<file path="config.mk">
export PLATFORM = sky130hd
export DESIGN_NAME = host_bus_sequencer
export DESIGN_NICKNAME = d
export VERILOG_FILES = /design/src/rtl/host_bus_seq_pkg.sv /design/src/rtl/host_bus_sync.sv /design/src/rtl/host_bus_phase_fsm.sv /design/src/rtl/host_bus_strobe_gen.sv /design/src/rtl/host_bus_sequencer.sv
export SDC_FILE = /design/constraint.sdc
export NUM_CORES = 1
export LEC_CHECK = 0
export ABC_AREA = 1
export CAP_MARGIN = 20
export CORE_AREA = 2 2 39 41
export DETAILED_ROUTE_END_ITERATION = 6
export DIE_AREA = 0 0 41 43
export REMOVE_ABC_BUFFERS = 1
export SETUP_SLACK_MARGIN = 0.15
export SLEW_MARGIN = 20
export SYNTH_ARGS = -nofsm -noshare
export SYNTH_HDL_FRONTEND = slang
export SYNTH_SLANG_ARGS = --single-unit
</file>
<file path="constraint.sdc">
create_clock -name clk -period 1.3 [get_ports clk]
set_input_delay 0.26 -clock clk [delete_from_list [all_inputs] [get_ports clk]]
set_output_delay 0.26 -clock clk [all_outputs]
set_load 0.02 [all_outputs]
</file>
<file path="src/rtl/host_bus_seq_pkg.sv">
// Package: shared state type for the host access sequencer.
// Assumes: nothing beyond IEEE 1800-2017.
package host_bus_seq_pkg;

    // Top-level sequencer state; the phase inside an access is a separate counter.
    typedef enum logic [1:0] {
        SEQ_IDLE = 2'd0,   // waiting for chip enable
        SEQ_RUN  = 2'd1,   // inside an access, phase counter valid
        SEQ_HOLD = 2'd2    // access done in single mode, waiting for release
    } seq_state_t;

endpackage

</file>
<file path="src/rtl/host_bus_sync.sv">
// Module: multi-bit, multi-stage synchronizer for quasi-static host lines.
// Assumes: each bit is synchronized on its own; the bits must be stable
// around the edge where chip enable falls, so that they arrive together.
module host_bus_sync #(
    parameter int          WIDTH   = 2,
    parameter int          STAGES  = 2,
    parameter logic [WIDTH-1:0] RST_VAL = '0
) (
    input  logic             clk,
    input  logic             rst_n,
    input  logic [WIDTH-1:0] d_in,
    output logic [WIDTH-1:0] d_out
);

    logic [WIDTH-1:0] stage_q [STAGES];

    generate
        for (genvar s = 0; s < STAGES; s++) begin : g_stage
            if (s == 0) begin : g_first
                // Capture the raw input into the first stage.
                always_ff @(posedge clk) begin
                    if (!rst_n) stage_q[0] <= RST_VAL;
                    else        stage_q[0] <= d_in;
                end
            end else begin : g_next
                // Shift the value one stage further along.
                always_ff @(posedge clk) begin
                    if (!rst_n) stage_q[s] <= RST_VAL;
                    else        stage_q[s] <= stage_q[s-1];
                end
            end
        end
    endgenerate

    assign d_out = stage_q[STAGES-1];

endmodule

</file>
<file path="src/rtl/host_bus_phase_fsm.sv">
// Module: access phase sequencer.
// It counts NUM_PHASES clocks per access from the first clock where the
// synchronized enable is active. It loops or holds at the last phase depending
// on the mode, and aborts to idle whenever the enable goes away.
// Assumes: cs_act and wr_sync are already synchronous to clk.
module host_bus_phase_fsm
    import host_bus_seq_pkg::*;
#(
    parameter int NUM_PHASES = 4
) (
    input  logic clk,
    input  logic rst_n,
    input  logic cs_act,
    input  logic wr_sync,
    input  logic burst_mode,
    output logic in_latch,
    output logic in_last,
    output logic dir_wr
);

    localparam int CW = (NUM_PHASES > 2) ? $clog2(NUM_PHASES) : 1;
    localparam logic [CW-1:0] LAST_PH  = CW'(NUM_PHASES - 1);
    localparam logic [CW-1:0] LATCH_PH = CW'(NUM_PHASES - 2);

    seq_state_t    state_q, state_d;
    logic [CW-1:0] cnt_q, cnt_d;
    logic          dir_q, dir_d;

    // Next-state: start, advance, restart or hold, and abort on release.
    always_comb begin
        state_d = state_q;
        cnt_d   = cnt_q;
        dir_d   = dir_q;
        if (!cs_act) begin
            state_d = SEQ_IDLE;
            cnt_d   = '0;
        end else begin
            case (state_q)
                SEQ_IDLE: begin
                    state_d = SEQ_RUN;
                    cnt_d   = '0;
                    dir_d   = wr_sync;
                end
                SEQ_RUN: begin
                    if (cnt_q == LAST_PH) begin
                        cnt_d = '0;
                        if (burst_mode) begin
                            state_d = SEQ_RUN;
                            dir_d   = wr_sync;
                        end else begin
                            state_d = SEQ_HOLD;
                        end
                    end else begin
                        cnt_d = cnt_q + 1'b1;
                    end
                end
                SEQ_HOLD: state_d = SEQ_HOLD;
                default:  state_d = SEQ_IDLE;
            endcase
        end
    end

    // State, phase counter and direction registers with synchronous reset.
    always_ff @(posedge clk) begin
        if (!rst_n) begin
            state_q <= SEQ_IDLE;
            cnt_q   <= '0;
            dir_q   <= 1'b0;
        end else begin
            state_q <= state_d;
            cnt_q   <= cnt_d;
            dir_q   <= dir_d;
        end
    end

    assign in_last  = (state_q == SEQ_RUN) && (cnt_q == LAST_PH);
    assign in_latch = (state_q == SEQ_RUN) && (cnt_q == LATCH_PH);
    assign dir_wr   = dir_q;

    // a released enable always leaves the sequencer idle on the next clock.
    p_release_idle_r5: assert property (@(posedge clk) disable iff (!rst_n)
        !cs_act |=> (state_q == SEQ_IDLE));

    // in single mode the last phase never leads straight into a new C1.
    p_single_no_restart_r3: assert property (@(posedge clk) disable iff (!rst_n)
        (in_last && !burst_mode) |=> !(state_q == SEQ_RUN && cnt_q == '0));

    // an access always begins from idle or from the last phase of the previous one.
    p_c1_entry_r1: assert property (@(posedge clk) disable iff (!rst_n)
        $rose(state_q == SEQ_RUN) |-> ($past(state_q) == SEQ_IDLE));

endmodule

</file>
<file path="src/rtl/host_bus_strobe_gen.sv">
// Module: strobe and acknowledge decoder.
// It gates the phase flags with the live synchronized enable, so that a
// withdrawn enable silences every output in the same clock.
// Assumes: in_latch and in_last are never high together.
module host_bus_strobe_gen (
    input  logic clk,
    input  logic rst_n,
    input  logic cs_act,
    input  logic in_latch,
    input  logic in_last,
    input  logic dir_wr,
    output logic ack_n,
    output logic wr_stb,
    output logic rd_le
);

    logic live_last;
    logic live_latch;

    // Qualify the phase flags with the current enable.
    always_comb begin
        live_last  = in_last  && cs_act;
        live_latch = in_latch && cs_act;
    end

    // Drive the outputs from the qualified phases and the captured direction.
    always_comb begin
        ack_n  = !live_last;
        wr_stb = live_last  &&  dir_wr;
        rd_le  = live_latch && !dir_wr;
    end

    // the acknowledge never lasts more than one clock.
    p_ack_single_r2: assert property (@(posedge clk) disable iff (!rst_n)
        !ack_n |=> ack_n);

    // a write strobe is only ever seen together with the acknowledge.
    p_wr_with_ack_r7: assert property (@(posedge clk) disable iff (!rst_n)
        wr_stb |-> !ack_n);

    // the read latch enable is never shown during the acknowledge.
    p_rd_before_ack_r8: assert property (@(posedge clk) disable iff (!rst_n)
        rd_le |-> ack_n);

    // no write strobe without a live enable.
    p_no_short_write_r6: assert property (@(posedge clk) disable iff (!rst_n)
        wr_stb |-> cs_act);

endmodule

</file>
<file path="src/rtl/host_bus_sequencer.sv">
// Module: top of the host access sequencer.
// It synchronizes chip enable and direction, then runs NUM_PHASES-clock
// accesses in single or burst mode and drives acknowledge and strobes.
// Assumes: wr_rd_n is valid no later than the falling edge of cs_n.
module host_bus_sequencer #(
    parameter int SYNC_STAGES = 2,
    parameter int NUM_PHASES  = 4
) (
    input  logic clk,
    input  logic rst_n,
    input  logic cs_n,
    input  logic wr_rd_n,
    input  logic burst_mode,
    output logic ack_n,
    output logic wr_stb,
    output logic rd_le
);

    logic [1:0] sync_out;
    logic       cs_act;
    logic       wr_sync;
    logic       in_latch;
    logic       in_last;
    logic       dir_wr;

    host_bus_sync #(
        .WIDTH   (2),
        .STAGES  (SYNC_STAGES),
        .RST_VAL (2'b10)
    ) u_sync (
        .clk   (clk),
        .rst_n (rst_n),
        .d_in  ({cs_n, wr_rd_n}),
        .d_out (sync_out)
    );

    assign cs_act  = !sync_out[1];
    assign wr_sync = sync_out[0];

    host_bus_phase_fsm #(
        .NUM_PHASES (NUM_PHASES)
    ) u_fsm (
        .clk        (clk),
        .rst_n      (rst_n),
        .cs_act     (cs_act),
        .wr_sync    (wr_sync),
        .burst_mode (burst_mode),
        .in_latch   (in_latch),
        .in_last    (in_last),
        .dir_wr     (dir_wr)
    );

    host_bus_strobe_gen u_strb (
        .clk      (clk),
        .rst_n    (rst_n),
        .cs_act   (cs_act),
        .in_latch (in_latch),
        .in_last  (in_last),
        .dir_wr   (dir_wr),
        .ack_n    (ack_n),
        .wr_stb   (wr_stb),
        .rd_le    (rd_le)
    );

    // the clock after a reset edge shows an idle bus.
    p_reset_idle_r9: assert property (@(posedge clk)
        !rst_n |=> (ack_n && !wr_stb && !rd_le));

endmodule

</file>
==> flow_metrics.env <==
export IMPL_status="finished, violations left"
export IMPL_violations="setup timing"
export IMPL_maxSlewViolCount=0
export IMPL_hp_class="reg2reg"
export IMPL_slowest_stage="dfxtp_2"
export IMPL_wl_per_cell_um=8.26
export IMPL_fp_coreArea_mm2=0.00138
export IMPL_totalWireLength_um=702
export IMPL_crit_chain="inv_2, ha_1, nand2_1, nor3_2, buf_4"
export IMPL_crit_buf_inv=2
export IMPL_crit_path_end_kind="output pin"
export IMPL_switching_share=0.218
export IMPL_combPwrFrac=0.073
export IMPL_p_seq_frac=0.528
export IMPL_p_switching_w=0.000119
export IMPL_overflow=0
export IMPL_vias=355
export IMPL_cp_required_ns=1.04
export IMPL_r2r_end="u_fsm.cnt_q[1]"
export IMPL_skew_ns=0.00309
export IMPL_cts_setup_buffers=0
export IMPL_dieArea_mm2=0.00176
export IMPL_fin_cells=85
export IMPL_grt_pass1_vias=285
export IMPL_firstDrtPassIters=3
export IMPL_tns_ns=-0.105
export IMPL_drive_gt1_frac=0.348
export IMPL_grt_usage=0.102
export IMPL_synth_area_leader_cell="dfxtp_1"
export IMPL_syn_area_um2=385
export IMPL_relSlewSlack=0.873
export IMPL_fin_util=0.403
export IMPL_r2r_slack_ns=0.22
export IMPL_setup_violations=2
export IMPL_insertedDiodeCount=0
export IMPL_synth_top_area_frac=0.468
export IMPL_start_util=0.278
export IMPL_period_needed_ns=1.36
export IMPL_p_per_area_mw_per_mm2=977
export IMPL_ctsHoldBuffers=0
export IMPL_vias_per_cell=4.18
export IMPL_worstSkewPairLatency_ns=0.26
export IMPL_grt_antenna_before_repair=0
export IMPL_yosysSeqAreaShare=0.468
export IMPL_holdWs_ns=0.417
export IMPL_r2r_start="u_fsm.cnt_q[0]"
export IMPL_p_int_w=0.000426
export IMPL_fin_crit_sh=1.05
export IMPL_cp_arrival_ns=1.10
export IMPL_synth_area_leaders="dfxtp_1 (47%), inv_1 (12%), nand2_1 (11%)"
export IMPL_critPathKind="reg2out"
export IMPL_netlist_instances=52
export IMPL_die_w_um=41
export IMPL_critPathTopFamily="flip-flops"
export IMPL_drt_antenna_violating_nets=0
export IMPL_fp_row_count=14
export IMPL_worstPathMaxFanout=2
export IMPL_clockRootBuffer="clkbuf_4"
export IMPL_tightest_slew_ns=0.189
export IMPL_synth_ff_latch_count=9
export IMPL_synthDistinctLibCells=13
export IMPL_hold_end="u_sync.stage_q[1][1]"
export IMPL_synthToLayoutAreaGrowth_pct=44.8
export IMPL_cap_violations=0
export IMPL_dp_cells=81
export IMPL_leakagePower_nw=0.249
export IMPL_worstRegToRegCells=4
export IMPL_port_buffers=7
export IMPL_yosysWarnings=0
export IMPL_ir_worst_vdd_v=0.000375
export IMPL_grt_max_degree=6
export IMPL_htreeDepth=1
export IMPL_initialDrtViolationCount=2
export IMPL_fmax_mhz=736
export IMPL_die_y_um=43
export IMPL_gp_congestion=0.654
export IMPL_hold_viol=0
export IMPL_fin_ws_ns=-0.0595
export IMPL_cts_clk_slew_worst_paths_ns=0.06
export IMPL_grt_pass1_wl_um=1120
export IMPL_cpPeakStageDelay_ns=0.36
export IMPL_drc=0
export IMPL_ios=8
export IMPL_cp_start_kind="register"
export IMPL_syn_area_per_cell_um2=7.41
export IMPL_hp_start="u_sync.stage_q[0][1]"
export IMPL_numCtsBuffers=3
export IMPL_cts_tree="built"
export IMPL_final_nets=77
export IMPL_clock_sinks=9
export IMPL_pwr_share_clk=0.399
export IMPL_cts_path_max_buffers=2
export IMPL_rsz0062_at_grt="true"
export IMPL_hpwl_um=575
export IMPL_worstHoldPathCells=1
## worst reg2reg max path, delay by kind of cell, from the launching register on
kind / cells / cell delay, ns
simple gates: 1 / 0.23
fa+ha+maj: 1 / 0.27
flops: 1 / 0.36
compound gates: 1 / 0.11
buf+inv: 1 / 0.04
## cell type report
cell class,instances,area (µm²)
fillers,151,826
repair buffers,13,105
flip-flops and latches,9,184
multi-input cells,31,178
clock buffers,4,26.3
well taps,16,20.0
inverters,12,45.0
## synth_stat cells
library cell	number
nor2_1	4
or2_1	1
nand3_1	2
ha_1	2
nand2_2	1
inv_1	12
dfxtp_1	9
o21ai_0	1
a21oi_1	5
nor3_1	1
or2_2	2
a21oi_2	1
nand2_1	11
## state kept, by name, summed over array words and instances (netlist names)
register	cells
u_fsm.dir_wr	1
u_fsm.cnt_q	2
u_sync.stage_q	4
u_fsm.state_q	2
## through the flow
step | instance area, µm² | worst slack [ns] | total power, W
6_report | 558 | -0.0595 | 0.000545
5_1_grt | 558 | -0.146 | 0.000578
4_1_cts | 537 | -0.0770 | 0.000555
3_5_place_dp | 520 | -0.262 | 0.000334
3_3_place_gp | 520 | -0.266 | 0.000333
2_1_floorplan | 385 | -0.0184 | 0.000310
## routing by layer
metal	track usage	vias up	routed length [µm]
met5	0	-	0
met4	0.100	0	0
met3	0.0471	0	22
met2	0.128	6	340
met1	0.116	159	339
li1	-	190	-
## how the worst max path moves through the flow
stage / start / endpoint / slack, ns / depth (start not counted)
detailed placement: u_fsm.cnt_q[1] / wr_stb / -0.26 / 4
finish: u_fsm.cnt_q[0] / rd_le / -0.06 / 5
global placement: u_fsm.cnt_q[0] / rd_le / -0.27 / 5
floorplan: u_fsm.state_q[1] / wr_stb / -0.02 / 5
CTS: u_fsm.cnt_q[0] / rd_le / -0.08 / 5
global route: u_fsm.cnt_q[0] / rd_le / -0.15 / 5
## cell usage in the layout (no fill, tap or decap), drive strengths merged
master         Yosys  layout
or2                3       3
clkbuf             0       4
nand2             12      12
a21oi              6       6
o21ai              1       1
nor2               4       4
ha                 2       2
dfxtp              9       9
nand3              2       2
buf                0       9
nor3               1       1
clkdlybuf4s50      0       4
inv               12      12
## power by group through the flow
stage / Combinational, W / Sequential [W] / Clock, W
6_report: 0.0000401 / 0.000288 / 0.000217
3_5_place_dp: 0.0000402 / 0.000294 / 0
2_1_floorplan: 0.0000170 / 0.000294 / 0
5_1_grt: 0.0000447 / 0.000289 / 0.000245
3_3_place_gp: 0.0000397 / 0.000294 / 0
4_1_cts: 0.0000403 / 0.000288 / 0.000227
## timing repair
item                       CTS  global route
resized for setup           17             7
pin swaps                    0             1
setup endpoints to repair    3             3
## cells by family after synthesis
logic type / Yosys count / synth area share
buffers and inverters: 12 / 0.117
adders and majority gates: 2 / 0.0649
AOI/OAI and AO/OA: 7 / 0.101
and+or+nand+nor: 22 / 0.250
DFF: 9 / 0.468
No activity file was read; power rests on OpenSTA's default activity.
